--- src/rtl/burst_pkg.sv ---
package burst_pkg;

    typedef enum logic [1:0] {
        CMD_HOLD = 2'd0,
        CMD_STEP = 2'd1,
        CMD_LOAD = 2'd2
    } burst_cmd_e;

    typedef enum logic {
        ORD_LINEAR     = 1'b0,
        ORD_INTERLEAVE = 1'b1
    } burst_order_e;

endpackage

--- src/rtl/burst_cmd_decode.sv ---
module burst_cmd_decode
    import burst_pkg::*;
(
    input  logic       proc_strobe_n,
    input  logic       ctrl_strobe_n,
    input  logic       adv_n,
    output burst_cmd_e cmd
);
    // Either strobe outranks the advance request.
    always_comb begin
        if (!proc_strobe_n || !ctrl_strobe_n) begin
            cmd = CMD_LOAD;
        end else if (!adv_n) begin
            cmd = CMD_STEP;
        end else begin
            cmd = CMD_HOLD;
        end
    end
endmodule

--- src/rtl/burst_count_step.sv ---
module burst_count_step
    import burst_pkg::*;
#(
    parameter int CNT_W = 2
) (
    input  burst_cmd_e        cmd,
    input  logic [CNT_W-1:0]  cnt_q,
    output logic [CNT_W-1:0]  cnt_d
);
    always_comb begin
        unique case (cmd)
            CMD_LOAD: cnt_d = '0;
            CMD_STEP: cnt_d = CNT_W'(cnt_q + 1'b1);
            default:  cnt_d = cnt_q;
        endcase
    end
endmodule

--- src/rtl/burst_order_map.sv ---
module burst_order_map
    import burst_pkg::*;
#(
    parameter int CNT_W = 2
) (
    input  burst_order_e      order,
    input  logic [CNT_W-1:0]  start_bits,
    input  logic [CNT_W-1:0]  cnt,
    output logic [CNT_W-1:0]  low_bits
);
    logic [CNT_W-1:0] lin_bits;
    logic [CNT_W-1:0] ilv_bits;

    assign lin_bits = CNT_W'(start_bits + cnt);

    for (genvar b = 0; b < CNT_W; b++) begin : g_ilv
        assign ilv_bits[b] = start_bits[b] ^ cnt[b];
    end

    always_comb begin
        if (order == ORD_LINEAR) begin
            low_bits = lin_bits;
        end else begin
            low_bits = ilv_bits;
        end
    end
endmodule

--- src/rtl/burst_addr_gen.sv ---
module burst_addr_gen
    import burst_pkg::*;
#(
    parameter int ADDR_W    = 20,
    parameter int BURST_LEN = 4
) (
    input  logic              clk,
    input  logic              rst_n,
    input  logic              proc_strobe_n,
    input  logic              ctrl_strobe_n,
    input  logic              adv_n,
    input  logic              linear_n,
    input  logic [ADDR_W-1:0] addr_in,
    output logic [ADDR_W-1:0] addr_out
);
    localparam int CNT_W = $clog2(BURST_LEN);

    typedef struct packed {
        logic [ADDR_W-1:0] base;
        logic [CNT_W-1:0]  cnt;
    } burst_state_t;

    burst_state_t     st_d, st_q;
    burst_cmd_e       cmd;
    logic [CNT_W-1:0] cnt_next;
    logic [CNT_W-1:0] low_bits;
    burst_order_e     order;

    assign order = burst_order_e'(linear_n);

    burst_cmd_decode u_dec (
        .proc_strobe_n (proc_strobe_n),
        .ctrl_strobe_n (ctrl_strobe_n),
        .adv_n         (adv_n),
        .cmd           (cmd)
    );

    burst_count_step #(.CNT_W(CNT_W)) u_step (
        .cmd   (cmd),
        .cnt_q (st_q.cnt),
        .cnt_d (cnt_next)
    );

    always_comb begin
        st_d     = st_q;
        st_d.cnt = cnt_next;
        if (cmd == CMD_LOAD) begin
            st_d.base = addr_in;
        end
    end

    always_ff @(posedge clk) begin
        if (!rst_n) begin
            st_q <= '0;
        end else begin
            st_q <= st_d;
        end
    end

    burst_order_map #(.CNT_W(CNT_W)) u_map (
        .order      (order),
        .start_bits (st_q.base[CNT_W-1:0]),
        .cnt        (st_q.cnt),
        .low_bits   (low_bits)
    );

    assign addr_out = {st_q.base[ADDR_W-1:CNT_W], low_bits};
endmodule

--- config.mk ---
export PLATFORM = sky130hd
export DESIGN_NAME = burst_addr_gen
export DESIGN_NICKNAME = d
export VERILOG_FILES = /design/src/rtl/burst_pkg.sv /design/src/rtl/burst_cmd_decode.sv /design/src/rtl/burst_count_step.sv /design/src/rtl/burst_order_map.sv /design/src/rtl/burst_addr_gen.sv
export SDC_FILE = /design/constraint.sdc
export NUM_CORES = 1
export LEC_CHECK = 0
export BUFFER_PORTS_ARGS = -buffer_cell sky130_fd_sc_hd__buf_4
export CAP_MARGIN = 5
export CORE_MARGIN = 8
export CORE_UTILIZATION = 45
export DETAILED_ROUTE_END_ITERATION = 6
export PLACE_DENSITY = 0.81
export RECOVER_POWER = 25
export SYNTH_ARGS = -nofsm -noshare
export SYNTH_HDL_FRONTEND = slang
export SYNTH_SLANG_ARGS = --single-unit
export TNS_END_PERCENT = 1
--- constraint.sdc ---
create_clock -name clk -period 1.15 [get_ports clk]
set_input_delay 0.0575 -clock clk [delete_from_list [all_inputs] [get_ports clk]]
set_output_delay 0.0575 -clock clk [all_outputs]
set_load 0.02 [all_outputs]
* After elaboration in Yosys (flattened, before gate mapping) *
Index checks and enable logic that the tools add are counted.

word-level totals
  flip-flop bits (word level) = 22
  output and inout bits = 20

operators by class
  add/subtract/negate cells = 2
  eq/ne operators = 2
  muxes and demuxes = 4
  bitwise gates (word level) = 2
  reduce and logical (&&, ||, !) cells = 4

operator list
  cell                 number
  $mux 2               2
  $pmux 2 s2           1
  $add 2x1->2 const B  1
  $add 2x2->2          1
  $eq 2x1->1 const B   1
  $eq 2x2->1 const B   1
  $logic_not 1->1      2
  $reduce_bool 2->1    1
  $xor 1x1->1          2
  $logic_or 1x1->1     1
  $mux 1               1

* Logic depth before layout (Yosys ltp) *
Gate-level depths: netlist of run 1.

  word-level depth = 5
  depth in mapped cells = 4

* Modules after synthesis *
From an unflattened synthesis of run 1, not the netlist that was laid out.

second synthesis, totals
  cells, all modules = 125
  area, all modules = 1152.4 um2

modules (own cells, without submodules)
  module            times used  cells each  area each (um2)
  burst_addr_gen    1           110         1038.5
  burst_count_step  1           9           65.1
  burst_order_map   1           4           36.3
  burst_cmd_decode  1           2           12.5

* Least setup slack after synthesis of run 1 *
OpenSTA, ideal clock, no wires.

  path type = register to output
  from = register st_q[0] (netlist name)
  to = output port addr_out[1]
  arrival time = 0.980 ns
  setup slack = 0.112 ns
  stages on the path, launching flop included = 4
  path buffers = 0
  cells stage by stage = dfxtp_1 -> ha_1 -> nor2b_1 -> xnor2_1

on the way
  word-level cells in the longest chain between the ends = 2

ends and longest elaborated chain
  what                    RTL line               text
  from (decl)             burst_addr_gen.sv:23   burst_state_t st_d, st_q;
  from (signal assigned)  burst_addr_gen.sv:56   st_q <= st_d;
  $add 2x2->2             burst_order_map.sv:14  assign lin_bits = CNT_W'(start_bits + cnt);
  $mux 2                  burst_order_map.sv:21  if (order == ORD_LINEAR) begin
  to (decl)               burst_addr_gen.sv:14   output logic [ADDR_W-1:0] addr_out

Every way passes these cells.

* Worst setup path in the final report of run 1 *
Same ends and word-level chain as after synthesis.

==> results of run 1 <==
## worst max path at each step
stage,to
2_1_floorplan,addr_out[1]
3_3_place_gp,addr_out[1]
3_5_place_dp,addr_out[1]
4_1_cts,addr_out[1]
5_1_grt,addr_out[1]
6_report,addr_out[1]
## what timing repair did
item,CTS,global route
endpoints found under the hold margin,18,0
hold buffers,18,0
endpoints found under the setup margin,2,1
buffers inserted,1,0
pin swaps,2,2
gates resized for setup,7,3
## layout by cell type, fill, tap and decap left out, drive strengths merged
| cell type | instances |
|---|---|
| buf | 43 |
| nor2b | 2 |
| xnor2 | 3 |
| dlygate4sd3 | 18 |
| a21boi | 20 |
| ha | 1 |
| nand2 | 42 |
| dfxtp | 22 |
| clkbuf | 7 |
| nor3 | 1 |
| nor2 | 1 |
| and2 | 1 |
| bufinv | 1 |
| and2b | 1 |
## sequential cells by signal, summed over array words and instances (netlist names)
signal	flops
addr_out	18
st_q	4
## critical path: cells and delay by family, from the launching register on
| kind | cells | cell delay [ns] |
|---|---|---|
| flops | 1 | 0.39 |
| buf+inv | 1 | 0.16 |
| simple gates | 1 | 0.15 |
| fa+ha+maj | 1 | 0.14 |
| xor+xnor | 1 | 0.11 |
## stage by stage
stage / utilization, % / cell area (um2) / worst slack [ns]
6_report: 69.2 / 1550 / -0.149
4_1_cts: 69.2 / 1550 / -0.163
5_1_grt: 69.2 / 1550 / -0.199
3_5_place_dp: 57.3 / 1280 / 0.135
2_1_floorplan: - / 1070 / 0.112
3_3_place_gp: 57.3 / 1280 / 0.202
## power by group through the flow
stage | clock network [W] | logic, W | registers, W
floorplan | 0 | 0.000237 | 0.000841
global placement | 0 | 0.000319 | 0.000844
detailed placement | 0 | 0.000329 | 0.000849
CTS | 0.000609 | 0.000386 | 0.000834
global route | 0.000648 | 0.000411 | 0.000839
finish | 0.000593 | 0.000379 | 0.000833
## routing by layer
metal  share of wire [%]  up-vias
li1                    -      446
met1                  38      426
met2                  52       33
met3                  10        0
met4                   0        0
met5                   0        -
## area by class of cell
type,instances,share of cell area [%]
Timing Repair Buffer,65,34.7
Multi-Input combinational cell,72,30.8
Sequential cell,22,28.8
Tap cell,28,2.27
Clock inverter,1,1.94
Clock buffer,3,1.46
## logic make-up (layout without fill, tap and decap cells)
logic type	Yosys count	after routing
simple gates	48	48
buf+inv	24	69
flops	22	22
compound gates	20	20
xor+xnor	3	3
fa+ha+maj	1	1
==> metrics.md, run 1 <==
| Metric | Value |
|---|---|
| Clock transition at path regs | approximately 0.13 ns |
| Fin nets | approximately 190 |
| Htree depth | 1 |
| EDFF count, synth | 0 |
| Comb pwr share | 21.0% |
| Clock buffer count from CTS | 3 |
| Net Sw Frac | 24.3% |
| Clock latency on the worst-skew pair | 0.31 ns |
| RSZ-0062 raised after global routing | yes |
| Total of max-cap violations | 0 |
| Peak VDD IR | 750 uV |
| Area of the core | 2230 um2 |
| Psw | 0.000438 W |
| Slew @ Worst Pin | 0.230 ns |
| Hold Worst Slack | 0.0112 ns |
| Worst Setup End Kind | output port |
| Power, Total | around 0.0018 W |
| Largest area contributor in the netlist | dfxtp_1 |
| Max Slew Vio Count | 0 |
| Gp weighted congestion | 0.726 |
| Critical-path cell list | ha_4 > nor2b_4 > xnor2_2 > buf_4 |
| Final min period | 1.30 ns |
| DRT Pass-1 Iters | 4 |
| Post-synthesis simple-gate area fraction | between 10% and 20% |
| Adder-Cell Fraction of Synth Area | 1.16% |
| Xor and xnor fraction of the mapped netlist area | 2.44% |
| Layer with the highest usage | met2 |
| Die width | 64.9 um |
| Most common cell in the synthesized netlist | nand2_1 |
| CP Launch Type | register |
| Area of the mapped netlist | 1070 um2 |
| Top cells by instance count after synthesis | nand2_1, dfxtp_1, a21boi_2 |
| Detailed Route Iter0 Violations | 16 |
| Mux cell area share after synthesis | 0% |
| Leakage | 0.695 nW |
| WL per Instance | ~14 um |
| Seq pwr share | 46.1% |
| Worst Path Max Fanout | 2 |
| Ys flop type | dfxtp_1 |
| Final period util | 113% |
| Critical path's slowest cell | dfxtp_2 |
| Post-synthesis sequential area ratio | 41.0% |
| DR DRC count | 0 |
| Final setup skew | ~0.0037 ns |
| Critical Path Max Stage Delay | 0.39 ns |
| Sequential cell area | 445 um2 |
| Hold path depth | 3 |
| Syn Inst Count | 118 |
| Worst r2r src | st_q[0] |
| Synth top area share | 41.0% |
| P_int | 0.00137 W |
| CTS tree | yes |
| Post-Route WL | 2650 um |
| Endpoint, Worst Hold | addr_out[8] |
| Die area | 4210 um2 |
| Placed cell count | 168 |
| Layout cells sized above 1 | 44.8% |
| Netlist cell types | 14 |
| Mapped Nets | 145 |
| Fillers | 205 |
| Buffers on Ports | 45 |
| Min-delay src | addr_in[8] |
| Power Density | 1170 nW/um2 |
| CP arrival | 1.24 ns |
| Starting density of the core | 48.1% |
| Routed Antenna Nets | 0 |
| I/O pins | 46 |
| Ys async rst share | 0% |
| Via Count | 905 |
| Post-synthesis compound-gate area fraction | 21.0% |
| Global-route wire length before repair | between 4000 and 5000 um |
| Inserted Diodes | 0 |
| Clk network pwr share | 32.9% |
| Largest family of logic cells by synthesized area | compound AO/OA/AOI/OAI gates |
| Worst EP required | approximately 1.1 ns |
| Slew HR | 84.7% |
| Post-Syn Area per Cell | a little over 9 um2 |
| Layout Cells excl Fill | 191 |
| Largest net degree at the start of global routing | 22 |
| Crit path kind | register to output port |
| Root Buffer | clkbuf_4 |
| Fmax | around 770 MHz |
| Hpwl dp | around 1800 um |
| Crit path from | st_q[0] |
| Rows | 17 |
| Area grow syn2layout | 43.8% |
| Synth area leaders | dfxtp_1, a21boi_2, nand2_1 |
| Final number of hold-violating endpoints | 0 |
| R2R Path End | st_q[1] |
| Status | complete, but fails checks |
| Multi-input gate area | ~480 um2 |
| Clock sink count | 22 |
| Die Y-Extent | 64.9 um |
| Vias/cell | 4.74 |
| Worst hold path type | input pin to register |
| Setup ws final | -0.149 ns |
| Met3 Usage GRT | 6.53% |
| GRT Total Usage | 13.4% |
| Reg-to-reg slack, setup | 0.19 ns |
| GRT overflow | 0 |
| Ys Warns | 0 |
| Failing checks | negative setup slack |
| GR met1 Demand/Resource | 12.4% |
| Antenna violations before repair | 0 |
| Sum Neg Setup Slack | -0.149 ns |
| Yosys reg bits | 22 |
| Worst r2r path cells | 4 |
| Clock Tree Buf Depth | 2 |
| Met2 Use GR | 25.1% |
| Final setup violation count | 1 |
| Vias in the first global route | roughly 1.0k |
Note: power is estimated with default switching activity, not from simulation.
==> run 2: changes to the inputs <==
SKIP_LAST_GASP = 1   (was not set)
==> run 2 against run 1 <==
The flow still finishes with violations (negative setup slack). First-iteration DRC count grew 6.3%. Fmax increased by 1.1%. Routed wire length down 0.64%. Count of clock-buffer cells in the layout unchanged. Cell area is essentially flat. Hold slack gained 0.0017 ns. Sequential power about the same. Largest power group unchanged.
==> metrics.md, run 2 (same netlist as run 1, synthesis figures left out) <==
| Metric | Value |
|---|---|
| Status | complete, but fails checks |
| Failing checks | negative setup slack |
| Antenna violations before repair | 0 (unchanged) |
| I/O pins | 46 (unchanged) |
| Final min period | 1.29 ns (-0.0144 ns) |
| Largest net degree at the start of global routing | 22 (unchanged) |
| Die Y-Extent | 64.9 um (unchanged) |
| CP arrival | 1.23 ns (about the same) |
| Commonest cells after routing, fill and taps aside | buf_4, nand2_1, dfxtp_1, dlygate4sd3_1, a21boi_2 |
| Clock Tree Buf Depth | 2 (unchanged) |
| WL per Instance | 13.7 um (-1.2%) |
| Pre-CTS setup slack | 0.135 ns (unchanged) |
| Layout cells sized above 1 | 45.1% (+0.34 points) |
| Die width | 64.9 um (unchanged) |
| DR DRC count | 0 (unchanged) |
| Detailed Route Iter0 Violations | 17 (+1) |
| Vias in the first global route | 1052 (+0.38%) |
| Power Density | 1170 nW/um2 (-0.17%) |
| Leakage | 0.699 nW (+0.56%) |
| Worst Path Max Fanout | 2 (unchanged) |
| Clock latency on the worst-skew pair | 0.31 ns (about the same) |
| Final setup violation count | 1 (unchanged) |
| Max Slew Vio Count | 0 (unchanged) |
| Buffers on Ports | 45 (unchanged) |
| Root Buffer | clkbuf_4 |
| Worst hold path type | input pin to register |
| Slew @ Worst Pin | 0.220 ns (-0.00997 ns) |
| Hold Worst Slack | 0.0129 ns (+0.00171 ns) |
| Max reg flops | 18 (unchanged) |
| Crit path kind | register to output port |
| Htree depth | 1 (unchanged) |
| Gp weighted congestion | 0.726 (unchanged) |
| Starting density of the core | 48.1% (unchanged) |
| Setup ws final | -0.135 ns (+0.0144 ns) |
| CP Launch Type | register |
| CP bufs+invs | 1 (unchanged) |
| Area of the core | 2230 um2 (unchanged) |
| Area grow syn2layout | 43.9% (about the same) |
| Fin nets | 192 (+0.52%) |
| Final number of hold-violating endpoints | 0 (unchanged) |
| Clock sink count | 22 (unchanged) |
| Peak VDD IR | 749 uV (about the same) |
| Rows | 17 (unchanged) |
| Commonest non-fill, non-tap cell in the layout | buf_4 |
| RSZ-0062 raised after global routing | yes |
| Inserted Diodes | 0 (unchanged) |
| Post-Route WL | 2640 um (-0.64%) |
| Global-route wire length before repair | 4610 um (-0.30%) |
| Die area | 4210 um2 (unchanged) |
| Worst EP required | 1.09 ns (about the same) |
| Via Count | 897 (-0.88%) |
| Critical path's slowest cell | dfxtp_2 |
| Critical-path cell list | ha_4 > nor2b_4 > xnor2_2 > buf_4 |
| GRT Total Usage | 13.4% (-0.035 points) |
| Total of max-cap violations | 0 (unchanged) |
| Fmax | 778 MHz (+1.1%) |
| CTS tree | yes |
| Slew HR | 85.4% (+0.66 points) |
| GRT overflow | 0 (unchanged) |
| Final period util | 112% (-1.2 points) |
| Hpwl dp | 1830 um (unchanged) |
| Routed Antenna Nets | 0 (unchanged) |
| Worst Setup End Kind | output port |
| Clock buffer count from CTS | 3 (unchanged) |
| Final setup skew | 0.00413 ns (+0.000416 ns) |
| Critical Path Max Stage Delay | 0.38 ns (about the same) |
| Family with the most delay on the worst path | flip-flops |
| Clock transition at path regs | 0.13 ns (about the same) |
| DRT Pass-1 Iters | 2 (-2) |
| Vias/cell | 4.67 (-1.4%) |
==> run 2: cell count changes in the layout (fill, tap and decap cells not counted) <==
cell     before  now
dfxtp_4       1    0
buf_6         1    0
buf_4        42   44
dfxtp_2       1    2
==> run 2: area by class of cell <==
| type | instances | area, um2 |
|---|---|---|
| repair buffers | 66 | 541 |
| fillers | 202 | 687 |
| flip-flops and latches | 22 | 443 |
| clock buffers | 3 | 22.5 |
| multi-input cells | 72 | 475 |
| clock inverters | 1 | 30.0 |
| well taps | 28 | 35.0 |
==> run 2: routing by layer <==
metal	vias to the layer above	share of wire, %	global-route usage, %
met3	0	10	6.53
met5	-	0	0
met2	33	53	25.1
li1	448	-	-
met4	0	0	4.90
met1	416	37	12.1
==> run 2: metrics by stage <==
| step | utilization (%) | area, um2 | cells | TNS [ns] | power, W |
|---|---|---|---|---|---|
| finish | 69.2 | 1550 | 192 | -0.135 | 0.00180 |
| floorplan | - | 1070 | 118 | 0 | 0.00108 |
| global route | 69.2 | 1550 | 192 | -0.206 | 0.00190 |
| global placement | 57.3 | 1280 | 168 | 0 | 0.00116 |
| CTS | 68.6 | 1530 | 191 | -0.205 | 0.00182 |
| detailed placement | 57.3 | 1280 | 168 | 0 | 0.00118 |
==> run 2: what timing repair did <==
action | in CTS | in global routing
setup buffers | 1 | 1
hold buffers | 18 | 0
hold endpoints to repair | 18 | 0
resized for setup | 5 | 3
pin swaps | 2 | 2
setup endpoints to repair | 2 | 2
==> run 2: worst paths after layout <==
path / from / to / slack (ns) / depth (start not counted)
setup / recovery: st_q[0] / addr_out[1] / -0.14 / 4
hold / removal: addr_in[8] / addr_out[8] / 0.01 / 3
setup reg to reg: st_q[0] / st_q[1] / 0.20 / 4
hold reg to reg: addr_out[13] / addr_out[13] / 0.47 / 2
==> run 2: tightest hold or removal path, cell delays in order <==
cell      delay [ns]
buf_4           0.11
nand2_1         0.07
a21boi_2        0.05
==> run 2: power breakdown <==
group          internal [W]  switching [W]
registers          0.000807      0.0000271
logic              0.000209       0.000169
clock network      0.000352       0.000239
==> run 3: changes to the inputs <==
RECOVER_POWER = 50   (was 25)
==> run 3 against run 2 <==
The flow still finishes with violations (negative setup slack). Largest cell class unchanged. Critical path type unchanged. Die area stayed put. Worst setup slack worse by 0.0080 ns. Count of clock-buffer cells in the layout stayed put. Register-to-register slack hardly changed. Hold slack better by 0.0020 ns. Core utilization is 1.5 points lower. Power is 0.50% lower. Clock power is 1% higher. Global-route usage stayed put. Routed wire length is 0.80% higher.
==> metrics.md, run 3 (same netlist as run 1, synthesis figures left out) <==
| Metric | Value |
|---|---|
| Routed Antenna Nets | 0 (unchanged) |
| Slew HR | 85.0% (-0.35 points) |
| Placed instance area | 1280 um2 (unchanged) |
| Detailed Route Iter0 Violations | 16 (-1) |
| Total of max-cap violations | 0 (unchanged) |
| WL per Instance | 13.8 um (+0.80%) |
| Vias/cell | 4.70 (+0.67%) |
| Commonest non-fill, non-tap cell in the layout | buf_4 |
| I/O pins | 46 (unchanged) |
| Leakage | 0.691 nW (-1.1%) |
| Commonest cells after routing, fill and taps aside | buf_4, nand2_1, dfxtp_1, dlygate4sd3_1, a21boi_0 |
| Design Area, Final | 1510 um2 (-2.2%) |
| Worst Setup End Kind | output port |
| Worst hold path type | input pin to register |
| Gp weighted congestion | 0.726 (unchanged) |
| Die area | 4210 um2 (unchanged) |
| Inserted Diodes | 0 (unchanged) |
| Worst EP required | 1.09 ns (about the same) |
| Clock transition at path regs | 0.13 ns (about the same) |
| CP Launch Type | register |
| Failing checks | negative setup slack |
| Area of the core | 2230 um2 (unchanged) |
| Slew @ Worst Pin | 0.225 ns (+0.00527 ns) |
| Vias in the first global route | 1052 (unchanged) |
| Largest net degree at the start of global routing | 22 (unchanged) |
| DRT Pass-1 Iters | 4 (+2) |
| Clock sink count | 22 (unchanged) |
| Final setup skew | 0.00383 ns (-0.000302 ns) |
| Seq pwr share | 46.5% (+0.3 points) |
| P_int | 0.00136 W (-0.63%) |
| Power Density | 1190 nW/um2 (+1.7%) |
| Root Buffer | clkbuf_4 |
| Peak VDD IR | 745 uV (-0.57%) |
| Setup ws final | -0.143 ns (-0.00795 ns) |
| Final period util | 112% (+0.69 points) |
| Clk network pwr share | 33.3% (+0.5 points) |
| Power, Total | 0.00180 W (-0.50%) |
| Max reg flops | 18 (unchanged) |
| Post-Route WL | 2660 um (+0.80%) |
| CTS tree | yes |
| GRT Total Usage | 13.4% (unchanged) |
| RSZ-0062 raised after global routing | yes |
| GRT overflow | 0 (unchanged) |
| Layout cells sized above 1 | 39.6% (-5.5 points) |
| Status | complete, but fails checks |
| Comb pwr share | 20.2% (-0.8 points) |
| Psw | 0.000435 W (about the same) |
| Htree depth | 1 (unchanged) |
| Antenna violations before repair | 0 (unchanged) |
| Max Slew Vio Count | 0 (unchanged) |
| Sum Neg Setup Slack | -0.143 ns (-0.00795 ns) |
| DR DRC count | 0 (unchanged) |
| Die Y-Extent | 64.9 um (unchanged) |
| Via Count | 903 (+0.67%) |
| Buffers on Ports | 45 (unchanged) |
| Rows | 17 (unchanged) |
| Area grow syn2layout | 40.7% |
| Worst Path Max Fanout | 2 (unchanged) |
| Starting density of the core | 48.1% (unchanged) |
| Net Sw Frac | 24.2% (+0.098 points) |
| Final number of hold-violating endpoints | 0 (unchanged) |
| Crit path kind | register to output port |
| Global-route wire length before repair | 4610 um (unchanged) |
| Die width | 64.9 um (unchanged) |
| Final min period | 1.29 ns (+0.00795 ns) |
| Fin nets | 192 (unchanged) |
| Clock Tree Buf Depth | 2 (unchanged) |
| Clock buffer count from CTS | 3 (unchanged) |
| CP arrival | 1.24 ns (about the same) |
| Final setup violation count | 1 (unchanged) |
| Fmax | 773 MHz (-0.62%) |
| Clock latency on the worst-skew pair | 0.31 ns (about the same) |
| Hpwl dp | 1830 um (unchanged) |
==> run 3: layout make-up <==
type                            instances  area, um2
Clock inverter                          1       30.0
Sequential cell                        22        443
Clock buffer                            3       22.5
Fill cell                             212        721
Tap cell                               28       35.0
Multi-Input combinational cell         72        442
Timing Repair Buffer                   66        541
==> run 3: critical path, stage by stage, from the launching register on <==
cell and delay (ns):
dfxtp_2 0.38, ha_4 0.13, nor2b_4 0.15, xnor2_2 0.11
buf_4 0.16
==> run 3: per-stage QoR <==
stage	instances	utilization (%)	setup slack, ns	hold WS (ns)
global route	192	67.7	-0.199	0.0225
global placement	168	57.3	0.202	0.325
finish	192	67.7	-0.143	0.0149
CTS	191	68.6	-0.180	0.00622
floorplan	118	-	0.112	0.200
detailed placement	168	57.3	0.135	0.331
==> run 3: power by group through the flow <==
| stage | clock [W] | combinational, W | sequential (W) |
|---|---|---|---|
| 3_3_place_gp | 0 | 0.000319 | 0.000844 |
| 2_1_floorplan | 0 | 0.000237 | 0.000841 |
| 3_5_place_dp | 0 | 0.000329 | 0.000849 |
| 6_report | 0.000598 | 0.000363 | 0.000835 |
| 5_1_grt | 0.000651 | 0.000395 | 0.000839 |
| 4_1_cts | 0.000609 | 0.000381 | 0.000832 |
==> run 3: layer usage <==
metal	wire length, um	vias to the layer above	global-route usage [%]
met5	0	-	0
met4	0	0	4.90
met3	284	0	6.53
met2	1390	41	25.1
met1	986	415	12.1
li1	-	447	-
==> run 3: worst paths after layout <==
path	startpoint	end	slack, ns	depth (start not counted)
worst max register to register	st_q[0]	st_q[1]	0.20	4
worst min-delay path	addr_in[8]	addr_out[8]	0.01	3
worst max-delay path	st_q[0]	addr_out[1]	-0.14	4
worst min register to register	addr_out[14]	addr_out[14]	0.48	2
==> run 3: repair_timing <==
action | in CTS | in global routing
buffers inserted | 1 | 1
pin swaps | 2 | 2
hold endpoints to repair | 18 | 0
endpoints found under the setup margin | 2 | 2
gates resized for setup | 5 | 3
hold buffers | 18 | 0
